$ cat src/rtl/exc_ctrl_pkg.sv
package exc_ctrl_pkg;
  localparam int XLEN = 32;

  // exception codes
  localparam logic [4:0] CODE_ILLEGAL = 5'h07;
  localparam logic [4:0] CODE_RANGE   = 5'h0B;
  localparam logic [4:0] CODE_SYSCALL = 5'h0C;
  localparam logic [4:0] CODE_FPE     = 5'h0D;
  localparam logic [4:0] CODE_TRAP    = 5'h0E;

  // status word bit positions
  localparam int SRB_SUPER = 0;
  localparam int SRB_TICK  = 1;
  localparam int SRB_IRQ   = 2;
  localparam int SRB_DSX   = 13;
  localparam int SRB_HIVEC = 14;

  typedef enum logic [1:0] {
    CLS_RESUME_NEXT,
    CLS_REEXEC,
    CLS_TRAP,
    CLS_BAD
  } exc_class_e;
endpackage

$ cat src/rtl/exc_classify.sv
module exc_classify
  import exc_ctrl_pkg::*;
(
  input  logic [4:0] code,
  output exc_class_e cls,
  output logic       is_illegal
);
  always_comb begin
    is_illegal = 1'b0;
    unique case (code)
      CODE_SYSCALL: cls = CLS_RESUME_NEXT;
      CODE_ILLEGAL: begin cls = CLS_REEXEC; is_illegal = 1'b1; end
      CODE_RANGE,
      CODE_FPE:     cls = CLS_REEXEC;
      CODE_TRAP:    cls = CLS_TRAP;
      default:      cls = CLS_BAD;
    endcase
  end
endmodule

$ cat src/rtl/exc_vector.sv
module exc_vector
  import exc_ctrl_pkg::*;
#(
  parameter int W         = 32,
  parameter int CODE_W    = 5,
  parameter int VEC_SHIFT = 8,
  parameter logic [W-1:0] HI_BASE = 32'hF000_0000
) (
  input  logic [CODE_W-1:0] code,
  input  logic [W-1:0]      pc,
  input  logic              dslot,
  input  logic [W-1:0]      cur_sr,
  input  exc_class_e        cls,
  output logic [W-1:0]      vec_pc,
  output logic [W-1:0]      epc,
  output logic [W-1:0]      new_sr
);
  localparam int PAD_W = W - CODE_W - VEC_SHIFT;
  localparam logic [W-1:0] INSN_BYTES = W'(4);

  logic [W-1:0] offset;
  logic [W-1:0] base;

  assign offset = {{PAD_W{1'b0}}, code, {VEC_SHIFT{1'b0}}};
  assign base   = cur_sr[SRB_HIVEC] ? HI_BASE : '0;
  assign vec_pc = base + offset;

  always_comb begin
    if (cls == CLS_RESUME_NEXT)
      epc = dslot ? pc : pc + INSN_BYTES;
    else
      epc = dslot ? pc - INSN_BYTES : pc;
  end

  always_comb begin
    new_sr            = cur_sr;
    new_sr[SRB_SUPER] = 1'b1;
    new_sr[SRB_TICK]  = 1'b0;
    new_sr[SRB_IRQ]   = 1'b0;
    new_sr[SRB_DSX]   = dslot;
  end
endmodule

$ cat src/rtl/exc_entry_ctrl.sv
module exc_entry_ctrl
  import exc_ctrl_pkg::*;
#(
  parameter int W      = XLEN,
  parameter int CODE_W = 5
) (
  input  logic              clk,
  input  logic              rst_n,
  input  logic              exc_valid,
  input  logic [CODE_W-1:0] exc_code,
  input  logic [W-1:0]      exc_pc,
  input  logic              exc_dslot,
  input  logic [W-1:0]      cur_sr,
  input  logic              rfe_valid,
  output logic              req_ready,
  output logic              redirect_valid,
  output logic [W-1:0]      redirect_pc,
  output logic              sr_we,
  output logic [W-1:0]      sr_wdata,
  output logic              clr_dslot,
  output logic              halt_valid,
  output logic [W-1:0]      halt_pc,
  output logic              exc_err,
  output logic [W-1:0]      epcr0,
  output logic [W-1:0]      esr0,
  output logic [W-1:0]      eear0
);
  exc_class_e   cls;
  logic         is_illegal;
  logic [W-1:0] vec_pc, epc, new_sr;
  logic         busy_q;
  logic         take_exc, take_rfe;

  exc_classify u_cls (
    .code       (exc_code),
    .cls        (cls),
    .is_illegal (is_illegal)
  );

  exc_vector #(.W(W), .CODE_W(CODE_W)) u_vec (
    .code   (exc_code),
    .pc     (exc_pc),
    .dslot  (exc_dslot),
    .cur_sr (cur_sr),
    .cls    (cls),
    .vec_pc (vec_pc),
    .epc    (epc),
    .new_sr (new_sr)
  );

  assign req_ready = ~busy_q;
  assign take_exc  = exc_valid & req_ready;
  assign take_rfe  = rfe_valid & req_ready & ~exc_valid;

  always_ff @(posedge clk or negedge rst_n) begin
    if (!rst_n) begin
      busy_q         <= 1'b0;
      redirect_valid <= 1'b0;
      redirect_pc    <= '0;
      sr_we          <= 1'b0;
      sr_wdata       <= '0;
      clr_dslot      <= 1'b0;
      halt_valid     <= 1'b0;
      halt_pc        <= '0;
      exc_err        <= 1'b0;
      epcr0          <= '0;
      esr0           <= '0;
      eear0          <= '0;
    end else begin
      busy_q         <= take_exc | take_rfe;
      redirect_valid <= 1'b0;
      sr_we          <= 1'b0;
      clr_dslot      <= 1'b0;
      halt_valid     <= 1'b0;
      exc_err        <= 1'b0;
      if (take_exc) begin
        unique case (cls)
          CLS_TRAP: begin
            halt_valid <= 1'b1;
            halt_pc    <= exc_pc;
          end
          CLS_BAD: exc_err <= 1'b1;
          default: begin
            epcr0          <= epc;
            esr0           <= cur_sr;
            if (is_illegal) eear0 <= exc_pc;
            sr_we          <= 1'b1;
            sr_wdata       <= new_sr;
            redirect_valid <= 1'b1;
            redirect_pc    <= vec_pc;
            clr_dslot      <= 1'b1;
          end
        endcase
      end else if (take_rfe) begin
        sr_we          <= 1'b1;
        sr_wdata       <= esr0;
        redirect_valid <= 1'b1;
        redirect_pc    <= epcr0;
        clr_dslot      <= 1'b1;
      end
    end
  end
endmodule

$ cat config.mk
export PLATFORM = sky130hd
export DESIGN_NAME = exc_entry_ctrl
export DESIGN_NICKNAME = d
export VERILOG_FILES = /design/src/rtl/exc_ctrl_pkg.sv /design/src/rtl/exc_classify.sv /design/src/rtl/exc_vector.sv /design/src/rtl/exc_entry_ctrl.sv
export SDC_FILE = /design/constraint.sdc
export NUM_CORES = 1
export LEC_CHECK = 0
export CORE_ASPECT_RATIO = 1.4
export CORE_UTILIZATION = 49
export DETAILED_ROUTE_END_ITERATION = 16
export HOLD_SLACK_MARGIN = 0.03
export PLACE_DENSITY = 0.81
export SLEW_MARGIN = 10
export SYNTH_ARGS = -nofsm -noshare
export SYNTH_HDL_FRONTEND = slang
export SYNTH_HIERARCHICAL = 1
export SYNTH_SLANG_ARGS = --single-unit
export TNS_END_PERCENT = 50
$ cat constraint.sdc
create_clock -name clk -period 2 [get_ports clk]
set_input_delay 0.4 -clock clk [delete_from_list [all_inputs] [get_ports clk]]
set_output_delay 0.4 -clock clk [all_outputs]
set_load 0.02 [all_outputs]
======== Word-level counts from Yosys, hierarchy flattened ========
Cells that the tools add are included.
word-level totals
  register bits ........................... 196
  input port bits ......................... 74
  output and inout bits ................... 198
  logic and storage cells ................. 55
cells by class
  add/subtract/negate cells ............... 3
  eq/ne operators ......................... 8
  muxes and demuxes ....................... 19
  bitwise logic cells ..................... 7
  reduce and logical (&&, ||, !) cells .... 8
operators by type and width
  cell                                                 number
  2-to-1 mux 32 bit                                    10
  adder 32 x 13 -> 32 bit                              1
  adder 32 x 3 -> 32 bit, second input constant        1
  subtractor 32 x 3 -> 32 bit, second input constant   1
  equality test 5 x 4 -> 1 bit, second input constant  4
  2-to-1 mux 1 bit                                     8
  one-hot mux 2 bit (3 select lines)                   1
  AND reduction 2 bit                                  3
  equality test 5 x 3 -> 1 bit, second input constant  1
  equality test 2 bit, second input constant           2
  AND 1 bit                                            3
  NOT 1 bit                                            3
  AND reduction 3 bit                                  1
  OR reduction 3 bit                                   1
  logical NOT 2 bit                                    1
  != test 2 bit, second input constant                 1
  nonzero test 2 bit                                   1
  OR reduction 2 bit                                   1
  OR 1 bit                                             1

======== Depth between registers and ports, before layout ========
Gate-level depths: netlist of the first run.
  depth after elaboration ................. 7
  depth in mapped cells ................... 9
  gate-level depth less buffers ........... 8

======== By module ========
Netlist of the first run, hierarchy kept.
by module, submodules not included
  module          instances  cells each  area an instance (sq um)  sequential area each (sq um)
  exc_entry_ctrl  1          492         8,064.0                   4,904.7
  exc_vector      1          239         1,695.4                   0.0
  exc_classify    1          7           53.8                      0.0

======== Worst setup path before layout of the first run ========
Ideal clock, no wire load.
  path type ............................... input port to flip-flop
  start point ............................. input port exc_code[4]
  end point ............................... register epcr0[25]
  setup time .............................. 125 ps
  arrival ................................. 2,066 ps
  data required time ...................... 1,875 ps
  slack ................................... -191 ps
  stages on the path ...................... 7
  path buffers ............................ 0
  cell sequence ........................... o32a_1 -> nor4b_4 -> and4_4 -> nand4_1 -> a21oi_1 -> xor2_1 -> mux2_2
between the ends
  elaborated cells between the ends (all ways) .. 14
  those cells by class .................... eq/ne (7); mux (2); bitwise (1); reduce/logical (4)
RTL lines
  item                                                                          RTL line              source
  from (decl)                                                                   exc_entry_ctrl.sv:10  input logic [CODE_W-1:0] exc_code,
  equality test 5 x 3 -> 1 bit or equality test 5 x 4 -> 1 bit (tied branches)  exc_classify.sv:10    unique case (code)
  OR reduction 3 bit (no line)                                                  n/a
  one-hot mux 2 bit (3 select lines) *                                          exc_classify.sv:10
  logical NOT 2 bit *                                                           exc_vector.sv:29      if (cls == CLS_RESUME_NEXT)
  2-to-1 mux 32 bit *                                                           exc_vector.sv:29
  named net epc[25]                                                             exc_entry_ctrl.sv:30  logic [W-1:0] vec_pc, epc, new_sr;
  to (signal assigned)                                                          exc_entry_ctrl.sv:84  epcr0 <= epc;
  to (decl)                                                                     exc_entry_ctrl.sv:24  output logic [W-1:0] epcr0,
Mark *: on every way through the listed nets, which the timed path passes. The rest lies on a longest branch.
A chain may end at the register's enable or synchronous reset.

======== Final worst setup path of the first run ========
  start point ............................. input port exc_code[3]
  end point ............................... register epcr0[29]
between the ends
  elaborated cells between the ends (all ways) .. 14
  those cells by class .................... eq/ne (7); mux (2); bitwise (1); reduce/logical (4)
RTL lines
  item                                                                          RTL line              source
  equality test 5 x 3 -> 1 bit or equality test 5 x 4 -> 1 bit (tied branches)  exc_classify.sv:10
  OR reduction 3 bit (no line)                                                  n/a
  one-hot mux 2 bit (3 select lines) *                                          exc_classify.sv:10
  named net cls[1]                                                              exc_entry_ctrl.sv:28  exc_class_e cls;
  logical NOT 2 bit *                                                           exc_vector.sv:29
  2-to-1 mux 32 bit *                                                           exc_vector.sv:29
  named net epc[29]                                                             exc_entry_ctrl.sv:30
Marks and branches as above.

==> results of run 1 <==
-- per-stage QoR --
stage / hold WS [ns] / total power [uW]
global route: 0.3961 / 16570
detailed placement: 0.3768 / 12580
global placement: 0.3709 / 12410
finish: 0.3999 / 15810
floorplan: 0.1044 / 9165
CTS: 0.3793 / 15970
-- sequential cells by signal, indices dropped and copies added (netlist names) --
signal	count
clr_dslot	1
esr0	32
eear0	32
halt_pc	32
halt_valid	1
exc_err	1
epcr0	32
redirect_pc	32
busy_q	1
sr_wdata	32
-- what timing repair did --
item / 4_1_cts / 5_1_grt
setup endpoints to repair: 193 / 51
setup buffers: 2 / 1
pin swaps: 8 / 13
cloned: 0 / 1
endpoints found under the hold margin: 41 / 0
gates resized for setup: 40 / 20
hold buffers: 1 / 0
-- synthesized netlist by cell type, types with 2 or more instances --
cell type,instances,area (um^2)
mux2_2,255,2872
a22oi_1,2,15.01
buf_6,7,78.83
buf_2,18,90.09
and3_1,9,56.30
and3b_1,2,17.52
nand4b_1,2,17.52
nand3b_1,2,15.01
o22ai_1,8,50.05
nand3_1,13,65.06
nand2_1,15,56.30
conb_1,2,7.510
and2_1,5,31.28
a21oi_1,4,20.02
o21ai_0,2,10.01
a31oi_1,4,25.02
dfrtp_1,196,4905
clkbuf_2,3,15.01
nand4_1,8,50.05
inv_1,4,15.01
nand2_2,3,18.77
nor3_1,5,25.02
nand3_2,2,20.02
a211oi_1,2,15.01
o21ai_1,3,15.01
nor2_1,13,48.80
ha_1,2,25.02
o32ai_2,3,48.80
o31ai_1,2,15.01
clkbuf_1,2,7.510
and4_2,2,20.02
buf_4,79,593.1
nor3b_1,3,22.52
xor2_1,17,148.9
nor4_1,6,37.54
xnor2_1,14,122.6
-- layer usage --
layer / up-vias / routed length (um) / share of wire / track usage
li1: 3199 / - / - / -
met1: 3525 / 10010 / 0.39 / 0.2929
met2: 239 / 13540 / 0.53 / 0.4528
met3: 50 / 1241 / 0.049 / 0.05376
met4: 0 / 725 / 0.028 / 0.1014
met5: - / 0 / 0 / 0
-- cell type report --
type | count | area (um^2)
fillers | 1390 | 5520
clock buffers | 18 | 439.2
multi-input cells | 453 | 4362
flip-flops and latches | 196 | 4905
clock inverters | 14 | 138.9
repair buffers | 388 | 3754
inverters | 4 | 15.01
well taps | 248 | 310.3
-- cells by family after synthesis --
| group | after synthesis | share of synthesized area |
|---|---|---|
| muxes | 256 | 0.2938 |
| AOI/OAI and AO/OA | 33 | 0.02537 |
| and+or+nand+nor | 105 | 0.06860 |
| other | 2 | 0.0007653 |
| xor gates and xnor gates | 31 | 0.02767 |
| buffers and inverters | 113 | 0.08147 |
| DFF | 196 | 0.4998 |
| adders and majority gates | 2 | 0.002550 |
-- critical path, stage by stage --
cell	delay, ns
buf_6	0.10
buf_6	0.11
xnor2_1	0.12
o32a_1	0.27
nor4b_4	0.31
nand4_1	0.21
nor4_2	0.35
o22ai_1	0.14
xnor2_1	0.16
mux2_4	0.26
-- power groups by stage --
stage	clock network, uW	logic, uW	registers (uW)
after global routing	3610	6810	6160
final	3360	6470	5990
after detailed placement	0	6500	6080
after CTS	3430	6530	6010
after floorplan	0	1770	7390
after global placement	0	6400	6010
-- path summary, 6_finish.rpt --
| path | endpoint | slack, ns | cells after the start |
|---|---|---|---|
| worst max-delay path | epcr0[29]$_DFFE_PN0P_ | -0.11 | 10 |
| worst min-delay path | redirect_pc[8]$_DFFE_PN0P_ | 0.40 | 3 |
| worst max register to register | sr_wdata[12]$_DFFE_PN0P_ | 0.17 | 4 |
| worst min register to register | eear0[6]$_DFFE_PN0P_ | 0.51 | 1 |
| max in group asynchronous | sr_wdata[28]$_DFFE_PN0P_ | 0.90 | 3 |
| min in group asynchronous | halt_pc[7]$_DFFE_PN0P_ | 0.46 | 2 |
==> flow_summary_export.csv, run 1 <==
group,metric,value,unit
outcome,outcome,"finished, violations left",
cts,h-tree-depth,4,
layout,fin_nets,1136,
timing,finalCriticalPeriod,2.115,ns
synth,syn_area,9813,um^2
critical_path,critical_path.endpoint_type,"flop",
placed_design,io_buffer_count,271,
power_and_ir_drop,irDropWorstVdd,0.6376,mV
global_routing,grt_pass1_vias,7337,
power_and_ir_drop,p_comb_frac,0.409,
cts,tritoncts,"yes",
cts,cts_made_buffers,17,
timing,drv_slew,0,
layout,utilization,0.7161,
layout,drive_above_1_share,0.4157,
critical_path,cp_max_fo,4,
critical_path,crit_start,"exc_code[3]",
timing,hold_viol,0,
floorplanning,initial_core_util,0.5047,
global_routing,grt_overflow_total,0,
synth,yosysSeqAreaShare,0.4998,
detailed_routing,drtPass1Iterations,5,
hold_path,hold_start,"exc_code[0]",
layout,instances_no_fill,1321,
hold_path,hold_class,"input port to flop",
cts,clock-sinks,196,
run,drv_cap,0,
detailed_routing,vias,7013,
power_and_ir_drop,swShare,0.3418,
timing,setup_viol,9,
layout,syn2layout_area_growth,41.88,%
floorplanning,die_w,121.6,um
synth,ys.flop_type,"dfrtp_1",
synth,syn_inst,738,
critical_path,timing.rr.start,"busy_q$_DFF_PN0_",
global_routing,grt_util_all_layers,0.2539,
cts,clk_latency,0.43,ns
timing,finalWorstSetupSlack,-0.1147,ns
power_and_ir_drop,clockPowerShare,0.212,
power_and_ir_drop,p_per_area,1136,nW/um^2
placed_design,dpl_worst_slack,-0.9507,ns
timing,tns,-0.4689,ns
placed_design,placed_area,13180,um^2
floorplanning,design.die.area,20610,um^2
global_routing,grt_max_degree,48,
synth,synth-seq-cells,196,
synth,synthArstFlopShare,1.000,
placed_design,dp_cells,1284,
layout,diodes,0,
detailed_routing,drtIter0Drc,352,
timing,fin_crit_sh,1.057,
detailed_routing,wl_per_cell,19.32,um
power_and_ir_drop,internal_power,10410,uW
critical_path,required,2.31,ns
critical_path,worstSetupStartpointType,"input port",
cts,cts_root_buf,"clkbuf_16",
global_routing,grt_pass1_wl,39620,um
outcome,violations,"setup timing",
critical_path,crit_type,"input port to flop",
critical_path,cp.arrival,2.42,ns
floorplanning,die_h,169.4,um
power_and_ir_drop,p_seq_frac,0.379,
power_and_ir_drop,switchingPower,5405,uW
timing,fmax,0.4729,GHz
synth,synth_cell_types,55,
synth,synth_edf_count,0,
detailed_routing,remaining_drc_errors,0,
global_routing,antenna_found_initial,0,
cts,clockBufferDepth,2,
timing,fin_skew,0.009636,ns
placed_design,dp_hpwl,18940,um
synth,ys_warn_count,6,
detailed_routing,antenna_left,0,
placed_design,gp_congestion,0.8952,
floorplanning,ios,272,
detailed_routing,postRouteWirelength,25520,um
layout,design_area,13920,um^2
floorplanning,core,19440,um^2
timing,grt_setup_unrepaired,"true",
layout,most-common-layout-cells,"mux2_2, clkdlybuf4s50_1, dfrtp_1",
cts,clk_pin_slew,0.07,ns
floorplanning,rows,60,
synth,syn_avg_cell_area,13.30,um^2
detailed_routing,vias_per_cell,5.309,
power_and_ir_drop,power_leakage,0.006107,uW
(Power assumes the default switching activity.)
==> run 2: changes to the inputs <==
--- a/config.mk
+++ b/config.mk
@@ -8,8 +8,9 @@
 export CORE_ASPECT_RATIO = 1.4
 export CORE_UTILIZATION = 49
 export DETAILED_ROUTE_END_ITERATION = 16
-export HOLD_SLACK_MARGIN = 0.03
+export HOLD_SLACK_MARGIN = 0.08
 export PLACE_DENSITY = 0.81
+export REMOVE_ABC_BUFFERS = 1
 export SLEW_MARGIN = 10
 export SYNTH_ARGS = -nofsm -noshare
 export SYNTH_HDL_FRONTEND = slang
==> run 2 against run 1 <==
Core utilization decreased by 0.30 points. Critical path depth decreased by 2. The flow still finishes with violations (setup timing). Total power increased by 0.65%. Combinational power about the same. Non-clock buffer count decreased by 7. Wire length increased by 1.2%. Sequential cell count unchanged. Cell count decreased by 0.53%. First-iteration DRC count decreased by 2.6%. Register-to-register slack about the same. Sequential share of layout area increased by 0.15 points.
==> flow_summary_export.csv, run 2 (synthesis results as in run 1) <==
group,metric,value,unit
outcome,outcome,"finished, violations left",
outcome,violations,"setup timing",
hold_path,min_path_cells,3,
global_routing,antenna_found_initial,0,
placed_design,dp_hpwl,19100,um
run,drv_cap,0,
detailed_routing,drtPass1Iterations,6,
layout,syn2layout_area_growth,41.30,%
floorplanning,rows,60,
timing,drv_slew,0,
critical_path,cp.arrival,2.37,ns
critical_path,crit_type,"input port to flop",
detailed_routing,wl_per_cell,19.66,um
floorplanning,die_w,121.6,um
timing,relSlewSlack,0.6631,
floorplanning,initial_core_util,0.5047,
floorplanning,design.die.area,20610,um^2
cts,clk_pin_slew,0.07,ns
hold_path,hold_start,"exc_code[0]",
critical_path,cp_max_fo,5,
timing,finalCriticalPeriod,2.056,ns
layout,fin_nets,1129,
layout,layout_commonest_cell,"mux2_2",
critical_path,critical_path.endpoint_type,"flop",
global_routing,grt_pass1_wl,40690,um
detailed_routing,vias_per_cell,5.403,
cts,clockBufferDepth,2,
placed_design,gp_congestion,0.9036,
timing,hold_viol,0,
hold_path,worstHoldEndpoint,"redirect_pc[8]$_DFFE_PN0P_",
global_routing,grt_max_degree,56,
placed_design,io_buffer_count,271,
cts,cts_made_buffers,17,
timing,setup_viol,7,
layout,most-common-layout-cells,"mux2_2, clkdlybuf4s50_1, dfrtp_1",
critical_path,r2r_cells,4,
critical_path,timing.rr.start,"busy_q$_DFF_PN0_",
detailed_routing,drtIter0Drc,343,
timing,grt_setup_unrepaired,"true",
placed_design,placed_area,13090,um^2
timing,finalWorstSetupSlack,-0.05595,ns
power_and_ir_drop,irDropWorstVdd,0.6583,mV
timing,worst_pin_slew,0.5053,ns
critical_path,required,2.31,ns
power_and_ir_drop,power_leakage,0.006066,uW
global_routing,grt_overflow_total,0,
critical_path,worstSetupStartpointType,"input port",
layout,drive_above_1_share,0.4137,
power_and_ir_drop,p_per_area,1148,nW/um^2
cts,cts_root_buf,"clkbuf_16",
critical_path,reg2reg_slack,0.18,ns
layout,diodes,0,
hold_path,hold_class,"input port to flop",
layout,design_area,13870,um^2
detailed_routing,remaining_drc_errors,0,
power_and_ir_drop,power,15910,uW
cts,clk_latency,0.43,ns
floorplanning,die_h,169.4,um
detailed_routing,vias,7099,
cts,h-tree-depth,4,
timing,fmax,0.4864,GHz
cts,tritoncts,"yes",
floorplanning,core,19440,um^2
timing,fin_skew,0.007655,ns
global_routing,grt_util_all_layers,0.2594,
cts,clock-sinks,196,
floorplanning,ios,272,
timing,tns,-0.1742,ns
global_routing,grt_pass1_vias,7464,
detailed_routing,postRouteWirelength,25830,um
timing,fin_crit_sh,1.028,
critical_path,r2r-end,"redirect_pc[0]$_DFFE_PN0P_",
detailed_routing,antenna_left,0,
## run 2: routing by layer
layer / part of all wire / wire length [um] / global-route usage
met5: 0 / 0 / 0
met3: 0.048 / 1231 / 0.04570
met4: 0.043 / 1111 / 0.1256
met2: 0.53 / 13710 / 0.4590
met1: 0.38 / 9781 / 0.2996
## run 2: critical path, stage by stage
cell and delay [ns]:
buf_6 0.10, o32a_1 0.40, nor4b_4 0.41, and4_4 0.33, nand4_1 0.18, a21oi_2 0.19, xor2_1 0.09, mux2_4 0.26
## run 2: power breakdown
part	switching [uW]	leakage (uW)	internal, uW
combinational	2930	0.00331	3520
sequential	808	0.00247	5170
clock	1600	0.000286	1880
## run 2: what timing repair did
item	in CTS	in global routing
hold buffers	1	0
resized for setup	42	26
pin swaps	10	11
setup buffers	1	1
endpoints found under the hold margin	48	0
setup endpoints to repair	180	38
## run 2: cell type report
| cell class | instances | area (um^2) |
|---|---|---|
| inverters | 4 | 15.01 |
| well taps | 248 | 310.3 |
| repair buffers | 381 | 3667 |
| fillers | 1378 | 5578 |
| clock buffers | 17 | 425.4 |
| clock inverters | 15 | 175.2 |
| multi-input cells | 453 | 4368 |
| flip-flops and latches | 196 | 4905 |
## run 2: worst max-delay path by stage
stage / endpoint / slack, ns / from / depth (start not counted)
6_report: epcr0[25]$_DFFE_PN0P_ / -0.06 / exc_code[4] / 8
3_5_place_dp: epcr0[24]$_DFFE_PN0P_ / -0.94 / exc_code[2] / 9
4_1_cts: epcr0[27]$_DFFE_PN0P_ / -0.006 / exc_pc[13] / 8
2_1_floorplan: eear0[0]$_DFFE_PN0P_ / -5.24 / exc_code[4] / 4
5_1_grt: epcr0[25]$_DFFE_PN0P_ / -0.12 / exc_code[4] / 8
3_3_place_gp: epcr0[24]$_DFFE_PN0P_ / -0.87 / exc_code[2] / 9
## run 2: per-stage QoR
stage / setup slack [ns] / util / hold WS, ns / instances
2_1_floorplan: -5.237 / - / 0.1044 / 653
3_3_place_gp: -0.8748 / 0.6730 / 0.4091 / 1279
3_5_place_dp: -0.9428 / 0.6730 / 0.4123 / 1279
4_1_cts: -0.005565 / 0.7079 / 0.4552 / 1313
5_1_grt: -0.1214 / 0.7131 / 0.4021 / 1314
6_report: -0.05595 / 0.7131 / 0.3948 / 1314
